--- config.mk ---
export PLATFORM = sky130hd
export DESIGN_NAME = dual_slope_seq
export DESIGN_NICKNAME = d
export VERILOG_FILES = /design/src/rtl/dss_pkg.sv /design/src/rtl/dss_cycle_timer.sv /design/src/rtl/dss_deint_counter.sv /design/src/rtl/dual_slope_seq.sv
export SDC_FILE = /design/constraint.sdc
export NUM_CORES = 1
export LEC_CHECK = 0
export BUFFER_PORTS_ARGS = -buffer_cell sky130_fd_sc_hd__buf_2
export CAP_MARGIN = 20
export CORE_ASPECT_RATIO = 2
export CORE_MARGIN = 3
export CORE_UTILIZATION = 30
export CTS_CLUSTER_DIAMETER = 40
export DETAILED_ROUTE_END_ITERATION = 10
export HOLD_SLACK_MARGIN = 0.03
export PLACE_DENSITY = 0.59
export SLEW_MARGIN = 20
export SYNTH_ARGS = -nofsm -noshare
export SYNTH_HDL_FRONTEND = slang
export SYNTH_SLANG_ARGS = --single-unit
export TNS_END_PERCENT = 20
--- constraint.sdc ---
create_clock -name clk -period 2 [get_ports clk]
set_input_delay 0.1 -clock clk [delete_from_list [all_inputs] [get_ports clk]]
set_output_delay 0.1 -clock clk [all_outputs]
set_load 0.01 [all_outputs]
--- src/rtl/dss_pkg.sv ---
package dss_pkg;
  typedef enum logic [1:0] {
    PH_AZ  = 2'd0,
    PH_INT = 2'd1,
    PH_DE  = 2'd2
  } phase_e;
endpackage

--- src/rtl/dss_cycle_timer.sv ---
// Position within the conversion cycle; frozen while parked.
module dss_cycle_timer #(
  parameter int              POS_W = 17,
  parameter logic [POS_W-1:0] START = '0
) (
  input  logic             clk,
  input  logic             rst_n,
  input  logic             freeze_i,
  output logic [POS_W-1:0] pos_o
);
  always_ff @(posedge clk or negedge rst_n) begin
    if (!rst_n)         pos_o <= START;
    else if (!freeze_i) pos_o <= pos_o + 1'b1;
  end

  // a parked sequencer does not move
  a_r9_park_holds: assert property (@(posedge clk) disable iff (!rst_n)
    freeze_i |=> pos_o == $past(pos_o));
  // the cycle wraps to its start after the last position
  a_r2_cycle_wraps: assert property (@(posedge clk) disable iff (!rst_n)
    (!freeze_i && (&pos_o)) |=> pos_o == '0);
endmodule

--- src/rtl/dss_deint_counter.sv ---
// Counts deintegration clocks; flags the last legal count.
module dss_deint_counter #(
  parameter int CNT_W  = 16,
  parameter int DE_MAX = (1 << CNT_W) - 8
) (
  input  logic             clk,
  input  logic             rst_n,
  input  logic             clr_i,
  input  logic             en_i,
  output logic [CNT_W-1:0] cnt_o,
  output logic             full_o
);
  localparam logic [CNT_W-1:0] LAST = CNT_W'(DE_MAX - 1);

  always_ff @(posedge clk or negedge rst_n) begin
    if (!rst_n)      cnt_o <= '0;
    else if (clr_i)  cnt_o <= '0;
    else if (en_i)   cnt_o <= cnt_o + 1'b1;
  end

  assign full_o = (cnt_o == LAST);

  // while counting, the count never passes the deintegration window
  a_r6_count_in_window: assert property (@(posedge clk) disable iff (!rst_n)
    en_i |-> cnt_o <= LAST);
endmodule

--- src/rtl/dual_slope_seq.sv ---
module dual_slope_seq #(
  parameter int CNT_W = 16
) (
  input  logic             clk,
  input  logic             rst_n,
  input  logic             run_i,
  input  logic             comp_i,
  output logic             sel_az_o,
  output logic             sel_int_o,
  output logic             sel_de_o,
  output logic             busy_o,
  output logic             valid_o,
  output logic [CNT_W-1:0] mag_o,
  output logic             sign_o,
  output logic             ovr_o
);
  import dss_pkg::*;

  localparam int               POS_W    = CNT_W + 1;
  localparam int               DE_MAX   = (1 << CNT_W) - 8;
  localparam logic [POS_W-1:0] CYC_LAST = {POS_W{1'b1}};
  localparam logic [POS_W-1:0] INT_LAST = POS_W'((1 << CNT_W) - 1);
  localparam logic [POS_W-1:0] PARK     = CYC_LAST - POS_W'(6);

  phase_e           phase;
  logic [POS_W-1:0] pos;
  logic [CNT_W-1:0] cnt;
  logic             full;
  logic             pol_q;
  logic             freeze;
  logic             flip;

  assign freeze = (phase == PH_AZ) && (pos == PARK) && !run_i;
  assign flip   = (phase == PH_DE) && (comp_i != pol_q);

  dss_cycle_timer #(.POS_W(POS_W), .START(PARK)) u_timer (
    .clk      (clk),
    .rst_n    (rst_n),
    .freeze_i (freeze),
    .pos_o    (pos)
  );

  dss_deint_counter #(.CNT_W(CNT_W), .DE_MAX(DE_MAX)) u_count (
    .clk    (clk),
    .rst_n  (rst_n),
    .clr_i  (phase == PH_INT),
    .en_i   (phase == PH_DE),
    .cnt_o  (cnt),
    .full_o (full)
  );

  always_ff @(posedge clk or negedge rst_n) begin
    if (!rst_n) begin
      phase   <= PH_AZ;
      pol_q   <= 1'b0;
      valid_o <= 1'b0;
      mag_o   <= '0;
      sign_o  <= 1'b0;
      ovr_o   <= 1'b0;
    end else begin
      valid_o <= 1'b0;
      unique case (phase)
        PH_AZ: begin
          if (pos == CYC_LAST) phase <= PH_INT;
        end
        PH_INT: begin
          if (pos == INT_LAST) begin
            pol_q <= comp_i;
            phase <= PH_DE;
          end
        end
        PH_DE: begin
          if (flip) begin
            mag_o   <= cnt;
            ovr_o   <= 1'b0;
            sign_o  <= pol_q;
            valid_o <= 1'b1;
            phase   <= PH_AZ;
          end else if (full) begin
            mag_o   <= '1;
            ovr_o   <= 1'b1;
            sign_o  <= pol_q;
            valid_o <= 1'b1;
            phase   <= PH_AZ;
          end
        end
        default: phase <= PH_AZ;
      endcase
    end
  end

  assign sel_az_o  = (phase == PH_AZ);
  assign sel_int_o = (phase == PH_INT);
  assign sel_de_o  = (phase == PH_DE);
  assign busy_o    = sel_int_o || sel_de_o;

  // strobe lasts one clock
  a_r7_single_pulse: assert property (@(posedge clk) disable iff (!rst_n)
    valid_o |=> !valid_o);
  // the strobe coincides with the return to auto-zero
  a_r7_latch_in_az: assert property (@(posedge clk) disable iff (!rst_n)
    valid_o |-> sel_az_o);
  // an overrange result carries a saturated magnitude
  a_r6_ovr_saturates: assert property (@(posedge clk) disable iff (!rst_n)
    (valid_o && ovr_o) |-> (&mag_o));
  // status ends only with a latch strobe
  a_r8_busy_ends_at_latch: assert property (@(posedge clk) disable iff (!rst_n)
    $fell(busy_o) |-> valid_o);
  // integration always begins at cycle position zero
  a_r3_int_at_start: assert property (@(posedge clk) disable iff (!rst_n)
    $rose(sel_int_o) |-> pos == '0);
  // exactly one switch select active
  a_r11_one_select: assert property (@(posedge clk) disable iff (!rst_n)
    $onehot({sel_az_o, sel_int_o, sel_de_o}));
endmodule

==> results.tsv, run 1 <==
metric	value	unit
Maximum Capacitance Violations	0	
Avg Inst Size Synth	11.4	um2
sw frac	22.2	%
Chip Height	136	um
Die Wd	70.9	um
H-tree levels	2	
XOR/XNOR Fraction of Synth Area	7.97	%
Clock power frac	44.3	%
Root Driver	clkbuf_16	
critical path arrival	2.16	ns
DR vias	1885	
RSZ-0062 raised after global routing	true	
main combinational cell family by area after synthesis	simple AND/OR/NAND/NOR gates	
mux contribution to synthesized area	2.57	%
residual DRC count	0	
register area share after synthesis	55.2	%
Reg area	1400	um2
pin count of the biggest net entering global routing	56	
compound-cell area share of the yosys netlist	11.3	%
setup_tns	0	ns
worst skew pair latency	0.30	ns
global routing met2 resource utilization	23.6	%
crit path buf inv count	1	
hold path startpoint	comp_i	
share of post-route cells with drive strength above 1	38.6	%
CP peak stage delay	0.56	ns
Seq cells post-synth	55	
worst hold slack	0.0567	ns
first drt pass iteration count	4	
GRT met1 Usage	12.2	%
Peak supply drop	551	uV
fin area	3180	um2
Ports	27	
Layout area overhead	25.8	%
status	finished clean	
static leakage	1.25	nW
first-pass GRT wire length	9490	um
number of CTS-inserted buffers	5	
Slew @ Worst Pin	0.700	ns
Rows	46	
Primary FF master, synth	dfrtp_1	
Synth Area in Simple Gates	15.4	%
met3 Resource Use GR	2.96	%
GP Congestion	0.832	
combinational power share	1.4	%
PD cells	645	nW/um2
Slew Limit Headroom	53.3	%
n_diodes	0	
grt ovf	0	
CP Data Required Time	2.23	ns
worst hold path stage count	2	
path depth of the worst reg2reg path	6	
CP Capture Type	register	
internal power	1.60	mW
reg2reg start	phase[0]	
number of DRC markers in iteration 0	42	
fin. max-slew vios	0	
Initial Util	31.4	%
Port Buffers	26	
type of the tightest min-delay check	in2reg	
Worst Skew	0.0114	ns
CP max-delay cell	or4_4	
Net Switching	455	uW
Clock transition at path regs	0.07	ns
final hold violation count	0	
Post-Synth Adder-Cell Area	3.96	%
flop-to-flop setup slack	0.07	ns
Synth area leader	dfrtp_1	
floorplan core area	8060	um2
total power	2.05	mW
Yosys cell types	37	
# fillers	802	
GRT Overall Usage	12.6	%
Achievable Freq	519	MHz
vias in the first global route	2024	
nets@finish	288	
via/cell ratio	5.05	
initial antenna violation count	0	
async set-reset flop share out of synthesis	100	%
CP Max Fanout	4	
CP Launch Type	register	
clock buffer depth	2	
Routed WL per cell	15.1	um
Crit path max-delay family	simple AND/OR/NAND/NOR gates	
syn_nets	233	
placed instance area	2960	um2
crit path cell chain	inv_2 > ha_4 > nand4_1 > or4_4 > or3_4 > a21oi_2	
multi-input logic area	1100	um2
Period minus WS final	1.93	ns
Post-synth EDFFs	0	
CTS tree	yes	
Sink Count	55	
R2R Path End	u_count.cnt_o[14]	
crit share post-route	96.3	%
Final setup viols	0	
Final ANT Viol Nets	0	
Synth top area share	39.6	%
WS Path Type	reg2reg	
Die ar.	9630	um2
dpl hpwl	4220	um
Reg power frac	54.3	%
WHS Endpoint	pol_q	
Most Crowded Layer GR	met2	
synth warn	0	
cells after synthesis	221	
Post-Route WL	5630	um
largest cells by area after synthesis	dfrtp_1, dfstp_2, xnor2_1, ha_1, o22a_2	
Syn Std Cell Area	2530	um2
## cells in the final DEF, fill, tap and decap left out, types with 3 or more instances in the layout
cell | netlist | layout
and3_1 | 5 | 3
buf_2 | 4 | 26
buf_4 | 0 | 28
clkbuf_16 | 0 | 5
dfrtp_1 | 40 | 40
dfstp_2 | 15 | 15
ha_1 | 8 | 4
inv_1 | 13 | 11
mux2_2 | 4 | 4
nand2_1 | 13 | 13
nand3_1 | 10 | 10
nand4_1 | 7 | 7
nor2_1 | 13 | 12
nor2b_1 | 3 | 3
nor3_1 | 5 | 5
nor4_1 | 4 | 4
o21ai_0 | 7 | 7
o22a_1 | 7 | 7
o22a_2 | 9 | 9
xnor2_1 | 17 | 17
xor2_1 | 6 | 6
## power by group through the flow
stage | registers, mW | logic, mW | clock network [mW]
2_1_floorplan | 1.14 | 0.00212 | 0
3_3_place_gp | 1.14 | 0.0290 | 0
3_5_place_dp | 1.14 | 0.0293 | 0
4_1_cts | 1.11 | 0.0307 | 0.946
5_1_grt | 1.11 | 0.0339 | 0.987
6_report | 1.11 | 0.0288 | 0.908
## final cells by class
type	count	area share (%)
Clock buffer	5	3.93
Clock inverter	3	0.865
Inverter	13	1.53
Multi-Input combinational cell	145	34.7
Sequential cell	55	43.8
Tap cell	96	3.78
Timing Repair Buffer	56	11.4
## worst max-delay path by stage
stage / startpoint / end / slack (ns) / cells after the start
2_1_floorplan: phase[0] / u_count.cnt_o[14] / -0.04 / 7
3_3_place_gp: u_count.cnt_o[0] / phase[0] / 0.04 / 5
3_5_place_dp: u_count.cnt_o[0] / mag_o[15] / -0.007 / 6
4_1_cts: u_timer.pos_o[10] / phase[0] / 0.03 / 7
5_1_grt: phase[1] / u_count.cnt_o[14] / -0.03 / 6
6_report: phase[0] / u_count.cnt_o[14] / 0.07 / 6
## layer usage
layer	part of all wire (%)	vias up
met5	0	-
met4	3.1	0
met3	3.3	11
met2	58	35
met1	36	946
li1	-	893
## cells by family (layout without fill, tap and decap cells)
group / Yosys count / after routing
mux: 6 / 6
compound gates: 35 / 35
buf+inv: 21 / 77
flops: 55 / 55
xor+xnor: 23 / 23
fa+ha+maj: 8 / 8
simple gates: 73 / 73
## state kept, by name, indices dropped and copies added, names as in the netlist
| register | flops |
|---|---|
| sign_o | 1 |
| valid_o | 1 |
| ovr_o | 1 |
| u_timer.pos_o | 17 |
| phase | 2 |
| u_count.cnt_o | 16 |
| pol_q | 1 |
| mag_o | 16 |
## synthesized netlist by cell type, drive strengths merged, types with 6 or more instances
master and instances:
nand3 10, o21ai 7, dfrtp 40, xor2 6, inv 13, ha 8, nand2 13, o22a 16
nand4 8, xnor2 17, dfstp 15, nor2 13
## through the flow
| stage | setup slack, ns | cells | utilization, % |
|---|---|---|---|
| after floorplan | -0.0373 | 221 | - |
| after global placement | 0.0415 | 363 | 36.8 |
| after detailed placement | -0.00682 | 363 | 36.8 |
| after CTS | 0.0262 | 372 | 38.8 |
| after global routing | -0.0291 | 373 | 39.5 |
| final | 0.0739 | 373 | 39.5 |
## repair_timing
action	4_1_cts	5_1_grt
hold buffers	1	0
gates cloned	0	0
pin swaps	0	4
hold endpoints to repair	40	0
endpoints found under the setup margin	17	18
gates resized for setup	1	11
setup buffers	0	1
No activity file was read; power rests on OpenSTA's default activity.
==> run 2, diff against run 1 <==
--- a/config.mk
+++ b/config.mk
@@ -13,7 +13,7 @@
 export CTS_CLUSTER_DIAMETER = 40
 export DETAILED_ROUTE_END_ITERATION = 10
 export HOLD_SLACK_MARGIN = 0.03
-export PLACE_DENSITY = 0.59
+export PLACE_DENSITY = 0.44
 export SLEW_MARGIN = 20
 export SYNTH_ARGS = -nofsm -noshare
 export SYNTH_HDL_FRONTEND = slang
==> run 2 against run 1 <==
  * Clock skew shrank 0.0072 ns
  * Critical endpoint is now phase[0]
  * Power grew 5.8%
  * Wire length grew 11%
  * Final cell count grew 1.9%
  * Sequential power is essentially flat
  * First-iteration DRC count grew 43%
  * Clock power grew 12%
  * Non-clock buffer count grew 7
  * Largest power group unchanged
==> results.tsv, run 2 (synthesis gave the netlist of run 1 again) <==
metric	value	unit
internal power	1.75	mW
multi-input logic area	1090	um2
GP Congestion	0.749	
clock buffer depth	2	
PD cells	668	nW/um2
Largest regs	u_timer.pos_o x17, mag_o x16, u_count.cnt_o x16	
CP Max Fanout	5	
Layout area overhead	28.5	%
Core Util, Final	40.3	%
initial antenna violation count	0	
crit share post-route	95.3	%
critical path arrival	2.14	ns
CP Data Required Time	2.24	ns
flop-to-flop setup slack	0.09	ns
Final setup viols	0	
first-pass GRT wire length	10600	um
Period minus WS final	1.91	ns
CTS tree	yes	
grt ovf	0	
Clock transition at path regs	0.07	ns
DR vias	1904	
sw frac	19.5	%
Ports	27	
pin count of the biggest net entering global routing	32	
number of CTS-inserted buffers	5	
Worst Skew	0.00420	ns
fin area	3250	um2
met3 Resource Use GR	2.81	%
Port Buffers	26	
GRT met1 Usage	14.5	%
status	finished clean	
Post-Route WL	6220	um
Most Crowded Layer GR	met2	
n_diodes	0	
H-tree levels	2	
Reg area	1400	um2
fin. max-slew vios	0	
final hold violation count	0	
number of DRC markers in iteration 0	60	
Maximum Capacitance Violations	0	
combinational power share	1.6	%
total power	2.17	mW
residual DRC count	0	
vias in the first global route	2049	
nets@finish	295	
most common cell after layout, fill and taps aside	dfrtp_1	
dpl hpwl	4730	um
worst hold slack	0.0639	ns
via/cell ratio	5.01	
Die Wd	70.9	um
Net Switching	424	uW
Slew @ Worst Pin	0.627	ns
global routing met2 resource utilization	27.9	%
CP Launch Type	register	
# fillers	809	
share of post-route cells with drive strength above 1	38.7	%
Final ANT Viol Nets	0	
worst skew pair latency	0.29	ns
commonest non-fill, non-tap cells in the layout	dfrtp_1, buf_4, buf_2	
Peak supply drop	374	uV
floorplan core area	8060	um2
Sink Count	55	
Reg power frac	51.4	%
first drt pass iteration count	4	
final cell count without fillers	380	
Die ar.	9630	um2
dpl cells	368	
placed instance area	3010	um2
Rows	46	
WS Path Type	reg2reg	
Root Driver	clkbuf_16	
Achievable Freq	525	MHz
Largest register FFs	17	
Top reg by flops	u_timer.pos_o	
static leakage	1.31	nW
Initial Util	31.4	%
CP Capture Type	register	
type of the tightest min-delay check	in2reg	
Clock power frac	47.1	%
Chip Height	136	um
Routed WL per cell	16.4	um
GRT Overall Usage	14.2	%
Slew Limit Headroom	58.2	%
[run 2: path summary, 6_finish.rpt]
kind / startpoint / end / cells after the start
worst max-delay path: u_timer.pos_o[10] / phase[0] / 7
worst min-delay path: comp_i / pol_q / 2
worst max register to register: u_timer.pos_o[10] / phase[0] / 7
worst min register to register: mag_o[8] / mag_o[8] / 1
max in group asynchronous: rst_n / u_timer.pos_o[16] / 3
min in group asynchronous: rst_n / mag_o[15] / 2
[run 2: what timing repair did]
| item | in CTS | in global routing |
|---|---|---|
| hold endpoints to repair | 13 | 0 |
| pin swaps | 1 | 4 |
| endpoints found under the setup margin | 1 | 17 |
| gates cloned | 0 | 0 |
| resized for setup | 1 | 6 |
| hold buffers | 1 | 0 |
| buffers inserted | 0 | 3 |
[run 2: worst max-delay path, cell delays in order, from the launching register on]
cell and delay [ns]:
dfstp_2 0.57, and4_4 0.23, and3_4 0.20, and3_4 0.19, ha_4 0.13, nor2b_1 0.06
a311oi_1 0.29, o32a_1 0.17
[run 2: cell type report]
type / instances / area share, %
clock buffer: 6 / 4.27
clock inverter: 2 / 1.08
inverter: 13 / 1.50
multi-input combinational: 145 / 33.5
sequential: 55 / 42.9
tap: 96 / 3.70
timing repair buffer: 63 / 13.0
[run 2: routing by layer]
metal	part of all wire, %	vias up
met5	0	-
met1	36	964
met3	2.7	8
li1	-	907
met4	1.8	0
met2	59	25
[run 2: power by group through the flow]
stage	registers, mW	logic, mW	clock network, mW
after floorplan	1.14	0.00212	0
after global placement	1.14	0.0344	0
after detailed placement	1.14	0.0350	0
after CTS	1.11	0.0365	1.06
after global routing	1.11	0.0393	1.09
final	1.11	0.0337	1.02
[run 2: through the flow]
step | worst slack [ns] | TNS [ns]
floorplan | -0.0373 | -0.0661
global placement | -0.0562 | -0.0562
detailed placement | -0.0334 | -0.0334
CTS | 0.0193 | 0
global route | -0.00681 | -0.0133
finish | 0.0947 | 0
